--- config.mk ---
export PLATFORM = sky130hd
export DESIGN_NAME = ppo_gen
export DESIGN_NICKNAME = d
export VERILOG_FILES = /design/src/rtl/ppo_pkg.sv /design/src/rtl/ppo_width_timer.sv /design/src/rtl/ppo_channel.sv /design/src/rtl/ppo_gen.sv
export SDC_FILE = /design/constraint.sdc
export NUM_CORES = 1
export LEC_CHECK = 0
export ABC_AREA = 1
export BUFFER_PORTS_ARGS = -buffer_cell sky130_fd_sc_hd__buf_4
export CORE_UTILIZATION = 40
export DETAILED_ROUTE_END_ITERATION = 16
export PLACE_DENSITY = 0.58
export SLEW_MARGIN = 20
export SYNTH_ARGS = -nofsm -noshare
export SYNTH_HDL_FRONTEND = slang
export SYNTH_SLANG_ARGS = --single-unit
--- constraint.sdc ---
create_clock -name clk -period 9.3 [get_ports clk]
set_input_delay 0.93 -clock clk [delete_from_list [all_inputs] [get_ports clk]]
set_output_delay 0.93 -clock clk [all_outputs]
set_load 0.05 [all_outputs]
--- src/rtl/ppo_pkg.sv ---
package ppo_pkg;

   localparam int NS_W  = 30;
   localparam int SEC_W = 32;
   localparam logic [NS_W-1:0] NS_PER_SEC = 30'd1_000_000_000;

   typedef struct packed {
      logic [SEC_W-1:0] sec;
      logic [NS_W-1:0]  ns;
   } ppo_time_t;

   // register offsets inside one channel window
   localparam logic [2:0] TGT_NS_LO  = 3'd0;
   localparam logic [2:0] TGT_NS_HI  = 3'd1;
   localparam logic [2:0] TGT_SEC_LO = 3'd2;
   localparam logic [2:0] TGT_SEC_HI = 3'd3;
   localparam logic [2:0] RLD_NS_LO  = 3'd4;
   localparam logic [2:0] RLD_NS_HI  = 3'd5;
   localparam logic [2:0] RLD_SEC_LO = 3'd6;
   localparam logic [2:0] RLD_SEC_HI = 3'd7;

   // width code: 100 ns times a power of ten, times five for odd codes;
   // code 13 is 200 ms, codes above 13 fall back to 100 ns
   function automatic logic [NS_W-1:0] code_to_ns(input logic [3:0] code);
      logic [NS_W-1:0] v;
      v = NS_W'(100);
      for (int i = 0; i < 6; i++) begin
         if (i < int'(code[3:1])) v = v * NS_W'(10);
      end
      if (code[0]) v = v * NS_W'(5);
      if (code == 4'd13)     v = NS_W'(200_000_000);
      else if (code > 4'd13) v = NS_W'(100);
      return v;
   endfunction

endpackage

--- src/rtl/ppo_width_timer.sv ---
module ppo_width_timer #(
   parameter int STEP_NS = 5,
   parameter int CNT_W   = 30
) (
   input  logic             clk,
   input  logic             rst_n,
   input  logic             start,
   input  logic [CNT_W-1:0] width_ns,
   output logic             active
);

   localparam logic [CNT_W-1:0] STEP = CNT_W'(STEP_NS);

   logic [CNT_W-1:0] remain_q;

   always_ff @(posedge clk or negedge rst_n) begin
      if (!rst_n)                remain_q <= '0;
      else if (start)            remain_q <= width_ns;
      else if (remain_q > STEP)  remain_q <= remain_q - STEP;
      else                       remain_q <= '0;
   end

   assign active = (remain_q != '0);

   // the remaining time shrinks every cycle until the pulse ends
   assert_pulse_decay_R4: assert property (@(posedge clk) disable iff (!rst_n)
      (remain_q != '0 && !start) |=> (remain_q < $past(remain_q)));

   // a fire turns the output active on the next edge
   assert_fire_starts_R3: assert property (@(posedge clk) disable iff (!rst_n)
      (start && width_ns != '0) |=> active);

endmodule

--- src/rtl/ppo_channel.sv ---
module ppo_channel
   import ppo_pkg::*;
#(
   parameter int STEP_NS = 5
) (
   input  logic        clk,
   input  logic        rst_n,
   input  logic        wr_en,
   input  logic [2:0]  reg_sel,
   input  logic [15:0] wdata,
   input  ppo_time_t   tod,
   input  logic        rld_off,
   input  logic [3:0]  width_code,
   output logic [15:0] rd_q,
   output logic        active
);

   ppo_time_t tgt_q, rld_q;
   logic      spent_q;

   logic tgt_wr;
   assign tgt_wr = wr_en && !reg_sel[2];

   // time >= target, seconds first
   logic reached, fire;
   assign reached = (tod.sec > tgt_q.sec) ||
                    ((tod.sec == tgt_q.sec) && (tod.ns >= tgt_q.ns));
   assign fire = reached && !spent_q;

   // next target = target + period with nanosecond wrap
   logic [NS_W:0]    ns_sum;
   logic             ns_wrap;
   ppo_time_t        nxt;
   assign ns_sum  = {1'b0, tgt_q.ns} + {1'b0, rld_q.ns};
   assign ns_wrap = (ns_sum >= {1'b0, NS_PER_SEC});
   assign nxt.ns  = ns_wrap ? NS_W'(ns_sum - {1'b0, NS_PER_SEC}) : ns_sum[NS_W-1:0];
   assign nxt.sec = tgt_q.sec + rld_q.sec + SEC_W'(ns_wrap);

   always_ff @(posedge clk or negedge rst_n) begin
      if (!rst_n) begin
         tgt_q.sec <= '1;
         tgt_q.ns  <= '0;
         rld_q     <= '0;
         spent_q   <= 1'b0;
      end else begin
         if (wr_en) begin
            case (reg_sel)
               TGT_NS_LO:  tgt_q.ns[15:0]   <= wdata;
               TGT_NS_HI:  tgt_q.ns[29:16]  <= wdata[13:0];
               TGT_SEC_LO: tgt_q.sec[15:0]  <= wdata;
               TGT_SEC_HI: tgt_q.sec[31:16] <= wdata;
               RLD_NS_LO:  rld_q.ns[15:0]   <= wdata;
               RLD_NS_HI:  rld_q.ns[29:16]  <= wdata[13:0];
               RLD_SEC_LO: rld_q.sec[15:0]  <= wdata;
               default:    rld_q.sec[31:16] <= wdata;
            endcase
         end
         if (tgt_wr) begin
            spent_q <= 1'b0;
         end else if (fire) begin
            if (!rld_off) tgt_q   <= nxt;
            else          spent_q <= 1'b1;
         end
      end
   end

   always_comb begin
      case (reg_sel)
         TGT_NS_LO:  rd_q = tgt_q.ns[15:0];
         TGT_NS_HI:  rd_q = {2'b00, tgt_q.ns[29:16]};
         TGT_SEC_LO: rd_q = tgt_q.sec[15:0];
         TGT_SEC_HI: rd_q = tgt_q.sec[31:16];
         RLD_NS_LO:  rd_q = rld_q.ns[15:0];
         RLD_NS_HI:  rd_q = {2'b00, rld_q.ns[29:16]};
         RLD_SEC_LO: rd_q = rld_q.sec[15:0];
         default:    rd_q = rld_q.sec[31:16];
      endcase
   end

   ppo_width_timer #(.STEP_NS(STEP_NS), .CNT_W(NS_W)) u_timer (
      .clk      (clk),
      .rst_n    (rst_n),
      .start    (fire),
      .width_ns (code_to_ns(width_code)),
      .active   (active)
   );

   // a reload from in-range values leaves the nanoseconds in range
   assert_ns_wrap_R5: assert property (@(posedge clk) disable iff (!rst_n)
      (fire && !rld_off && !tgt_wr && tgt_q.ns < NS_PER_SEC && rld_q.ns < NS_PER_SEC)
      |=> (tgt_q.ns < NS_PER_SEC));

   // with reload disabled, a fire is not repeated on the next cycle
   assert_single_shot_R6: assert property (@(posedge clk) disable iff (!rst_n)
      (fire && rld_off && !tgt_wr) |=> !fire);

endmodule

--- src/rtl/ppo_gen.sv ---
module ppo_gen
   import ppo_pkg::*;
#(
   parameter int STEP_NS = 5,
   parameter int ADDR_W  = 5
) (
   input  logic              clk,
   input  logic              rst_n,
   input  logic              wr_en,
   input  logic [ADDR_W-1:0] addr,
   input  logic [15:0]       wdata,
   output logic [15:0]       rd_data,
   input  logic [31:0]       tod_sec,
   input  logic [29:0]       tod_ns,
   output logic [1:0]        evt_out
);

   localparam int N_CH  = 2;
   localparam int SEL_W = ADDR_W - 3;
   localparam int CFG_W = 12;

   if (STEP_NS < 1 || STEP_NS > 100) begin : g_bad_step
      $error("STEP_NS must lie in 1..100 so the shortest width spans a cycle");
   end
   if (ADDR_W < 5) begin : g_bad_addr
      $error("ADDR_W must be at least 5");
   end

   logic [SEL_W-1:0] blk;
   assign blk = addr[ADDR_W-1:3];

   ppo_time_t tod;
   assign tod.sec = tod_sec;
   assign tod.ns  = tod_ns;

   logic [CFG_W-1:0] cfg_q;
   logic             cfg_wr;
   assign cfg_wr = wr_en && (blk == '0) && (addr[2:0] == 3'd0);

   always_ff @(posedge clk or negedge rst_n) begin
      if (!rst_n)      cfg_q <= '0;
      else if (cfg_wr) cfg_q <= wdata[CFG_W-1:0];
   end

   logic [15:0] ch_rd  [N_CH];
   logic        ch_act [N_CH];

   for (genvar c = 0; c < N_CH; c++) begin : g_ch
      logic sel;
      assign sel = (blk == SEL_W'(c + 1));

      ppo_channel #(.STEP_NS(STEP_NS)) u_ch (
         .clk        (clk),
         .rst_n      (rst_n),
         .wr_en      (wr_en && sel),
         .reg_sel    (addr[2:0]),
         .wdata      (wdata),
         .tod        (tod),
         .rld_off    (cfg_q[2*c]),
         .width_code (cfg_q[4+4*c +: 4]),
         .rd_q       (ch_rd[c]),
         .active     (ch_act[c])
      );

      assign evt_out[c] = cfg_q[2*c+1] ? ch_act[c] : !ch_act[c];
   end

   always_comb begin
      rd_data = '0;
      if (blk == '0) begin
         if (addr[2:0] == 3'd0) rd_data = 16'(cfg_q);
      end else begin
         for (int c = 0; c < N_CH; c++) begin
            if (blk == SEL_W'(c + 1)) rd_data = ch_rd[c];
         end
      end
   end

   // a configuration write is held from the next edge
   assert_cfg_write_R2: assert property (@(posedge clk) disable iff (!rst_n)
      cfg_wr |=> (cfg_q == $past(wdata[CFG_W-1:0])));

endmodule

* After elaboration in Yosys (flattened, before gate mapping)
Cells that the tools add are included.
** Word-level totals
- Register bits :: 322
- Bits of input ports :: 86
- Output and inout port bits :: 18
- Logic and storage cells :: 164
** Cells by class
- $add $sub $neg :: 10
- Multiply operators :: 12
- $lt $le $gt $ge :: 22
- Equal/unequal tests :: 12
- Mux-type cells :: 54
- Bitwise logic cells :: 1
- Reductions and logical operators :: 36
** Operators by type and width (number)
- two-way mux 30 bit :: 22
- two-way mux 62 bit :: 8
- multiplier 30 x 3 -> 29 bit, second input constant :: 8
- one-hot mux 16 bit (7 select lines) :: 2
- two-way mux 16 bit :: 9
- adder 32 x 1 -> 32 bit :: 2
- adder 32 bit :: 2
- equality test 32 bit :: 2
- greater-than comparator 32 bit :: 2
- adder 30 x 30 -> 31 bit :: 2
- >= comparator 31 x 30 -> 1 bit, second input constant :: 2
- >= comparator 30 bit :: 2
- greater-than comparator 30 x 3 -> 1 bit, second input constant :: 2
- multiplier 30 x 3 -> 30 bit, second input constant :: 2
- nonzero test 30 bit :: 2
- subtractor 30 x 3 -> 30 bit, second input constant :: 2
- subtractor 30 bit, second input constant :: 2
- two-way mux 14 bit :: 2
- multiplier 10 x 3 -> 13 bit, second input constant :: 2
- two-way mux 10 bit :: 2
- AND reduction 2 bit :: 10
- less-than comparator 1 x 3 -> 1 bit, first input constant :: 4
- less-than comparator 2 x 3 -> 1 bit, first input constant :: 4
- less-than comparator 3 bit, first input constant :: 4
- 17 further kinds :: 46

* Longest topological paths before layout
Gate-level depths: netlist of run 1.
- Word-level depth :: 17
- Mapped depth :: 54
- Gate-level depth less buffers :: 53

* Cells and area by module
From an unflattened synthesis of run 1, not the netlist that was laid out.
** Unflattened totals
- Cells, all modules :: 5994
- Area, all modules :: 38196.6 µm²
** By module, submodules not included
- ppo_channel at g_ch[1].u_ch :: times used 1, cells an instance 2653, area an instance 16485.8 µm², seq. area each 3168.0 µm²
- ppo_channel at g_ch[0].u_ch :: times used 1, cells an instance 2591, area an instance 16335.7 µm², seq. area each 3168.0 µm²
- ppo_width_timer :: times used 2, cells an instance 297, area an instance 2213.4 µm², seq. area each 750.7 µm²
- ppo_gen :: times used 1, cells an instance 156, area an instance 948.4 µm², seq. area each 300.3 µm²

* Worst setup path before layout of run 1
Ideal clock, no wire load.
- Kind :: reg2reg
- Start point :: register cfg_q[10]
- End point :: register g_ch[1].u_ch.u_timer.remain_q[27]
- Setup time :: 0.117 ns
- Data arrival time :: 7.367 ns
- Required time :: 9.183 ns
- Setup slack :: 1.816 ns
- Cell stages (with the launch flop) :: 52
- Path buffers :: 1
- Path through :: dfrtp_1 -> inv_1 -> nand2_1 -> clkbuf_1 -> nor2_1 -> inv_1 -> ha_1 -> nor2_1 -> ha_1 -> ha_1 -> nand2_1 -> nand2_1 -> nand2_1 -> nand2_1 -> a21oi_1 -> o21bai_1 -> nand2_1 -> nand2_1 -> (+16 left out) -> nand2_1 -> nand2_1 -> nand2_1 -> nand2_1 -> nand2_1 -> inv_1 -> ha_1 -> ha_1 -> a21oi_1 -> o21ai_0 -> a21oi_1 -> o221ai_1 -> a21oi_1 -> o21ai_0 -> nand3_1 -> nand2_1 -> nand2_1 -> nand2_1
** Between the ends
- Word-level cells in the longest chain between the ends :: 17
- Elaborated cells between the ends (all ways) :: 24
- Those cells by class :: 6 x mul; 7 x order compare; 1 x eq/ne; 10 x mux
** RTL lines
- start, declared :: RTL line ppo_gen.sv:36 : logic [CFG_W-1:0] cfg_q;
- start signal, assigned :: RTL line ppo_gen.sv:42 : else if (cfg_wr) cfg_q <= wdata[CFG_W-1:0];
- less-than comparator 1 x 3 -> 1 bit :: RTL line ppo_pkg.sv:28 : if (i < int'(code[3:1])) v = v * NS_W'(10);
- two-way mux 10 bit :: RTL line ppo_pkg.sv:28
- multiplier 10 x 3 -> 13 bit :: RTL line ppo_pkg.sv:28
- two-way mux 30 bit :: RTL line ppo_pkg.sv:28
- multiplier 30 x 3 -> 29 bit :: RTL line ppo_pkg.sv:28
- two-way mux 30 bit :: RTL line ppo_pkg.sv:28
- multiplier 30 x 3 -> 29 bit :: RTL line ppo_pkg.sv:28
- two-way mux 30 bit :: RTL line ppo_pkg.sv:28
- multiplier 30 x 3 -> 29 bit :: RTL line ppo_pkg.sv:28
- two-way mux 30 bit :: RTL line ppo_pkg.sv:28
- multiplier 30 x 3 -> 29 bit :: RTL line ppo_pkg.sv:28
- two-way mux 30 bit :: RTL line ppo_pkg.sv:28
- multiplier 30 x 3 -> 30 bit :: RTL line ppo_pkg.sv:30 : if (code[0]) v = v * NS_W'(5);
- two-way mux 30 bit :: RTL line ppo_pkg.sv:30
- two-way mux 30 bit :: RTL line ppo_pkg.sv:32 : else if (code > 4'd13) v = NS_W'(100);
- two-way mux 30 bit (*) :: RTL line ppo_pkg.sv:31 : if (code == 4'd13) v = NS_W'(200_000_000);
- two-way mux 30 bit (*) :: RTL line ppo_width_timer.sv:18 : else if (start) remain_q <= width_ns;
- end signal, assigned :: RTL line ppo_width_timer.sv:18
- end signal, assigned :: RTL line ppo_width_timer.sv:19 : else if (remain_q > STEP) remain_q <= remain_q - STEP;
- end, declared :: RTL line ppo_width_timer.sv:14 : logic [CNT_W-1:0] remain_q;
Every way passes the cells marked *; elsewhere a longest branch is shown, timed or not.
A chain may end at the register's enable or synchronous reset.

* Final worst setup path of run 1
Ends and elaborated chain as after synthesis.

==> run summary, run 1 <==
status = complete, no violations
clk buf depth = 3
LEAKAGE = 21.7 nW
area delta synth->final = 9.62%
total gr overflow = 0
crit path kind = flip-flop to flip-flop
FF+latch area = 8140 sq um
Fin. Hold Viols = 0
via count = 39800
cell mode on critical path = nand2_1
Top Family by Delay on Critical Path = adder cells
DRT Wirelength = 152000 microns
Buf/Inv on CP = 5
top_reg_cell synth = dfrtp_1
Final Skew = 47.7 ps
Pre-Repair DR Iteration Count = 6
worst vdd ir = 237 uV
footprint of the multi-input gates = 26200 sq um
slew margin rel. = 23.0%
largest net degree at the start of global routing = 164
Max Clk Rate = 116 MHz
die height = 309 microns
initial antenna violation count = 8
Sink Count = 322
HP Class = input pin to async pin
first-pass GRT wire length = 229000 microns
Fillers = 10000
Yosys warnings = 0
row count = 112
P per Cell Area = 324 nW/um^2
final core utilization = 44.3%
Worst-path clk slew = 70 ps
CP endpoint kind = flip-flop
slowest CP cell = dfrtp_1
Core Footprint = 93500 sq um
initial DRC count = 3511
synthesized flop and latch total = 322
H-tree depth = 2
Total GRT Usage = 31.6%
DR WL/cell = 21.3 microns
Worst-Skew Late Latency = 650 ps
Die ar. = 95800 sq um
measured slew at the worst slew-check pin = 1140 ps
asr flop ratio synth = 100%
Max Cap Viol = 0
RSZ-0062 raised after global routing = false
layout cells sized above 1 = 6.59%
post-synth top area cell = dfrtp_1
CP Launch Type = flip-flop
post-route ant nets = 0
Synth top area share = 17.1%
gpl congestion = 1.01
post-synthesis sequential area ratio = 21.5%
TNS Setup = 0 ps
CP peak stage delay = 430 ps
# setup viols final = 0
Final Max Tran Viols = 0
Synth area leaders = dfrtp_1, ha_1, nand2_1
Tcrit/Tclk final = 92.6%
Distinct cells, synth = 65
Die X = 309 microns
DR vias/cell = 5.57
Buffers on Ports = 103
hold-fix buffers at CTS = 0
Final HPWL DP = 121000 microns
Mapped Area = 37800 sq um
clock root cell = clkbuf_16
Starting Density = 40.5%
drc violations = 0
Worst Path Max Fanout = 12
CTS buffer count = 43
Critical Path AT = 9130 ps
synthesized area per cell = 6.49 sq um
Crit path required time = 9820 ps
min Tclk post-route = 8620 ps
final net count = 6450
number of flops mapped to enable cells by yosys = 0
IO Pins = 104
Post-Syn Instances = 5822
vias in the first global route = 37300
CTS tree = built
==> layer usage <==
layer / GRT usage (%) / part of all wire [%] / vias up
li1: - / - / 19500
met1: 41.9 / 43 / 18500
met2: 50.2 / 44 / 1451
met3: 3.40 / 6.3 / 341
met4: 17.1 / 6.1 / 2
met5: 0 / 0.0079 / -
==> worst register-to-register path: cells and delay by family (launching register included) <==
kind	cells	cell delay, ps
compound gates	12	2530
buf+inv	5	560
xor+xnor	2	250
flops	1	430
simple gates	18	1880
fa+ha+maj	9	2860
==> worst paths after layout <==
kind,start,end,slack [ps],depth (start not counted)
max reg2reg,cfg_q[10]$_DFFE_PN0P_,g_ch[1].u_ch.u_timer.remain_q[27]$_DFF_PN0_,680,46
max,cfg_q[10]$_DFFE_PN0P_,g_ch[1].u_ch.u_timer.remain_q[27]$_DFF_PN0_,680,46
min reg2reg,cfg_q[3]$_DFFE_PN0P_,cfg_q[3]$_DFFE_PN0P_,490,2
min in group clk,cfg_q[3]$_DFFE_PN0P_,cfg_q[3]$_DFFE_PN0P_,490,2
min,rst_n,g_ch[0].u_ch.u_timer.remain_q[23]$_DFF_PN0_,350,1
max in group asynchronous,rst_n,cfg_q[9]$_DFFE_PN0P_,7340,2
==> logic make-up after synthesis <==
kind of cell / after synthesis / share of synthesized area, %
xor gates and xnor gates: 193 / 4.49
AOI/OAI and AO/OA: 1200 / 18.0
other: 1 / 0.00992
buffers and inverters: 928 / 9.39
DFF: 322 / 21.5
adders and majority gates: 507 / 17.0
and+or+nand+nor: 2671 / 29.6
==> registers in the layout (all words and copies together), names as in the netlist <==
register and flops:
g_ch.u_ch.tgt_q 124, g_ch.u_ch.rld_q 124, g_ch.u_ch.u_timer.remain_q 60, cfg_q 12, g_ch.u_ch.spent_q 2
==> cell usage after synthesis, types with 4 or more instances <==
library cell / instances
nand2_1: 1618
inv_1: 753
o21ai_0: 519
ha_1: 495
nor2_1: 450
a21oi_1: 356
nand3_1: 297
dfrtp_1: 258
clkbuf_1: 126
xor2_1: 110
nand4_1: 107
xnor2_1: 82
o211ai_1: 70
dfstp_2: 64
nor3_1: 62
o22ai_1: 44
a221oi_1: 29
a31oi_1: 26
nor2_2: 24
nand2_2: 23
nor4_1: 23
o21bai_1: 23
o221ai_1: 22
o21ai_1: 19
nand3b_1: 18
inv_2: 17
a21o_1: 16
o21a_1: 14
buf_2: 13
o2111ai_1: 13
or2_2: 13
fa_1: 12
a211oi_1: 11
and2_1: 11
and3_1: 8
clkinv_1: 8
o31ai_1: 6
a2111oi_0: 5
a22o_1: 5
buf_6: 5
a21boi_0: 4
nand3_2: 4
==> report_power, final <==
group	switching (mW)	internal (mW)	total (mW)
clock network	0.762	1.12	1.89
logic	5.99	2.93	8.92
registers	0.599	2.01	2.61
==> cell type report <==
class / instances / area share (%)
diodes: 3 / 0.0181
clock buffers: 57 / 2.84
clock inverters: 22 / 0.891
inverters: 778 / 7.05
multi-input cells: 4575 / 63.2
flip-flops and latches: 322 / 19.6
well taps: 1254 / 3.79
repair buffers: 137 / 2.53
==> placed cells by master (no fill, tap or decap), types with 8 or more instances in the layout <==
master | synthesis | layout
and2_1 | 11 | 11
nand4_1 | 107 | 107
nand2_2 | 23 | 26
inv_2 | 17 | 16
dfrtp_1 | 258 | 257
and3_1 | 8 | 8
xnor2_1 | 82 | 82
a211oi_1 | 11 | 11
o221ai_1 | 22 | 22
o21bai_1 | 23 | 22
o22ai_1 | 44 | 44
nor2_2 | 24 | 32
nor2_1 | 450 | 441
a31oi_1 | 26 | 26
inv_1 | 753 | 753
nand3_1 | 297 | 297
o21ai_0 | 519 | 518
buf_4 | 3 | 135
dfstp_2 | 64 | 64
o21a_1 | 14 | 14
nand3b_1 | 18 | 18
clkinv_1 | 8 | 8
nor3_1 | 62 | 61
o21ai_1 | 19 | 18
a21o_1 | 16 | 16
nor4_1 | 23 | 22
a21oi_1 | 356 | 354
o211ai_1 | 70 | 70
or2_2 | 13 | 13
ha_1 | 495 | 495
clkbuf_16 | 0 | 43
clkbuf_1 | 126 | 9
xor2_1 | 110 | 110
nand2_1 | 1618 | 1615
bufinv_16 | 0 | 8
a221oi_1 | 29 | 29
fa_1 | 12 | 12
o2111ai_1 | 13 | 13
==> through the flow <==
step                      instances  power, mW  area, sq um  hold WS [ps]  setup slack [ps]
after floorplan                5825       8.77        37800           453              1820
after global placement         7066       11.3        39800           466               741
after detailed placement       7066       11.3        39800           473               719
after CTS                      7145       13.3        41400           384               657
after global routing           7145       14.6        41400           437              11.7
final                          7148       13.4        41400           352               685
==> repair_timing <==
action / in CTS / in global routing
setup buffers: 0 / 0
endpoints found under the hold margin: 0 / 0
gates resized for setup: 0 / 10
setup endpoints to repair: 0 / 5
No activity file was read; power rests on OpenSTA's default activity.
==> run 2, diff against run 1 <==
CORE_ASPECT_RATIO = 1.25   (was default)
CORE_UTILIZATION = 45   (was 40)
PLACE_DENSITY = 0.64   (was 0.58)
SYNTH_HIERARCHICAL = 1   (was default)
==> run 2 against run 1 <==
Critical endpoint is now g_ch[1].u_ch/u_timer/remain_q[23]$_DFF_PN0_. Largest power group unchanged. Critical path depth is 2 lower. Final area is 0.40% lower. Die area is 10% lower. Non-clock buffer count is 14 lower.
==> run summary, run 2 <==
status = complete, no violations
worst vdd ir = 206 uV
first-pass GRT wire length = 227000 microns
Tot Pwr = 12.5 mW
Cells after DPL = 7084
cts repair resizes = 0
Worst Path Max Fanout = 14
cell mode on critical path = nand2_1
clk buf depth = 3
P per Cell Area = 302 nW/um^2
IO Pins = 104
Critical path origin = cfg_q[11]$_DFFE_PN0P_
CTS buffer count = 40
Yosys warnings = 6
slew margin rel. = 25.2%
Distinct cells, synth = 68
CP Launch Type = flip-flop
Final Max Tran Viols = 0
Die X = 263 microns
Worst-path clk slew = 70 ps
CP peak stage delay = 620 ps
die height = 328 microns
Total GRT Usage = 34.5%
Fin. Hold Viols = 0
Worst-Skew Late Latency = 580 ps
reg2reg end = g_ch[1].u_ch/u_timer/remain_q[23]$_DFF_PN0_
DR WL/cell = 21.1 microns
hold-fix buffers at CTS = 0
LEAKAGE = 22.1 nW
RR Startpoint = cfg_q[11]$_DFFE_PN0P_
CTS tree = built
min Tclk post-route = 7970 ps
reg2reg setup slack = 1330 ps
number of flops mapped to enable cells by yosys = 0
largest net degree at the start of global routing = 154
crit path kind = flip-flop to flip-flop
worst hold slack = 450 ps
Layout Cells excl Fill = 7159
RSZ-0062 raised after global routing = false
Crit path required time = 9770 ps
Tcrit/Tclk final = 85.7%
total gr overflow = 0
measured slew at the worst slew-check pin = 1120 ps
Fillers = 8907
Core Footprint = 84100 sq um
initial DRC count = 3400
gpl congestion = 1.03
DRT Wirelength = 151000 microns
Mapped Area = 38200 sq um
most frequent cells in the layout = nand2_1, inv_1, nor2_1
cells on worst reg2reg path = 44
HP Class = input pin to async pin
setup repair bufs after CTS = 0
Buffers on Ports = 103
post-synthesis sequential area ratio = 21.3%
top_reg_cell synth = dfrtp_1
most common cell in the synthesized netlist = nand2_1
Max Cap Viol = 0
Sink Count = 322
Setup WS post-layout = 1330 ps
Max Clk Rate = 125 MHz
post-route ant nets = 0
synthesized area per cell = 6.37 sq um
post-synth top area cell = nand2_1
DR vias/cell = 5.63
clock root cell = clkbuf_16
Pre-Repair DR Iteration Count = 6
Starting Density = 45.4%
Final HPWL DP = 122000 microns
Place WS = 1390 ps
Synth top area share = 18.7%
CP endpoint kind = flip-flop
slowest CP cell = dfrtp_1
drc violations = 0
footprint of the multi-input gates = 26400 sq um
vias in the first global route = 38300
initial antenna violation count = 3
area delta synth->final = 8.07%
synthesized flop and latch total = 322
# setup viols final = 0
layout cells sized above 1 = 8.44%
TNS Setup = 0 ps
Post-synth top cells = nand2_1, inv_1, nor2_1
asr flop ratio synth = 100%
final net count = 6603
FF+latch area = 8140 sq um
most common cell after layout, fill and taps aside = nand2_1
H-tree depth = 2
Worst setup endpoint = g_ch[1].u_ch/u_timer/remain_q[23]$_DFF_PN0_
Post-Syn Instances = 5994
Top Registers = g_ch.u_ch/rld_q: 124 flops, g_ch.u_ch/tgt_q: 124 flops, g_ch.u_ch/u_timer/remain_q: 60 flops
Synth area leaders = nand2_1, dfrtp_1, ha_1
Final Skew = 26.4 ps
Die ar. = 86100 sq um
Critical Path AT = 8450 ps
row count = 119
via count = 40300
==> run 2: changes by cell type in the layout (fill, tap and decap cells not counted), sizes merged, moves of 10 or more <==
cell	change
inv	+37
nand4	-20
a21oi	-58
conb	+10
nor2	+85
ha	-27
nand2	+317
nand3	+39
xnor2	-20
xor2	-39
o21ai	-22
o211ai	-29
o221ai	-18
buf	-14
==> run 2: stage by stage <==
stage,cell area (sq um),util (%)
after floorplan,38200,-
after global routing,41300,49.1
final,41300,49.1
after detailed placement,39900,47.4
after global placement,39900,47.4
after CTS,41300,49.0
==> run 2: report_power, final <==
group	leakage [nW]	internal, mW	total, mW	switching, mW
clock	0.679	0.983	1.69	0.703
sequential	3.97	1.97	2.60	0.627
combinational	17.4	2.67	8.18	5.51
total	22.1	5.62	12.5	6.84
==> run 2: worst min path at each step <==
stage | from | end | cells after the start
2_1_floorplan | cfg_q[10]$_DFFE_PN0P_ | cfg_q[10]$_DFFE_PN0P_ | 2
3_3_place_gp | cfg_q[3]$_DFFE_PN0P_ | cfg_q[3]$_DFFE_PN0P_ | 2
3_5_place_dp | g_ch[0].u_ch/rld_q[32]$_DFFE_PN0P_ | g_ch[0].u_ch/rld_q[32]$_DFFE_PN0P_ | 2
4_1_cts | rst_n | g_ch[0].u_ch/u_timer/remain_q[25]$_DFF_PN0_ | 1
5_1_grt | rst_n | g_ch[0].u_ch/u_timer/remain_q[25]$_DFF_PN0_ | 1
6_report | rst_n | g_ch[0].u_ch/u_timer/remain_q[25]$_DFF_PN0_ | 1
==> run 2: metal layers <==
layer,vias up,routed length (microns),GRT usage (%)
li1,19700,-,-
met5,-,12,0
met3,525,9910,4.65
met4,2,13200,25.8
met2,1605,71100,59.4
met1,18400,56800,38.9
==> run 2: cell type report <==
type	instances	area share, %
Tap cell	1089	3.30
Clock inverter	20	0.567
Inverter	809	7.36
Multi-Input combinational cell	4741	64.0
Timing Repair Buffer	123	2.29
Sequential cell	322	19.7
Clock buffer	53	2.76
Antenna cell	2	0.0121
==> run 2: logic make-up (layout without fill, tap and decap cells) <==
family          after synthesis  in the layout  synth area share, %
compound gates             1046           1046                 15.7
xor+xnor                    134            134                 3.09
fa+ha+maj                   480            480                 16.0
buf+inv                     943           1005                 9.71
flops                       322            322                 21.3
other cells                   2             16               0.0197
simple gates               3067           3067                 34.2
==> run 2: worst max-delay path, delay by kind of cell (launching register included) <==
kind	cells	cell delay (ps)
adders and majority gates	9	2690
and+or+nand+nor	22	2380
xor gates and xnor gates	1	150
AOI/OAI and AO/OA	5	1340
DFF	1	620
buffers and inverters	7	740
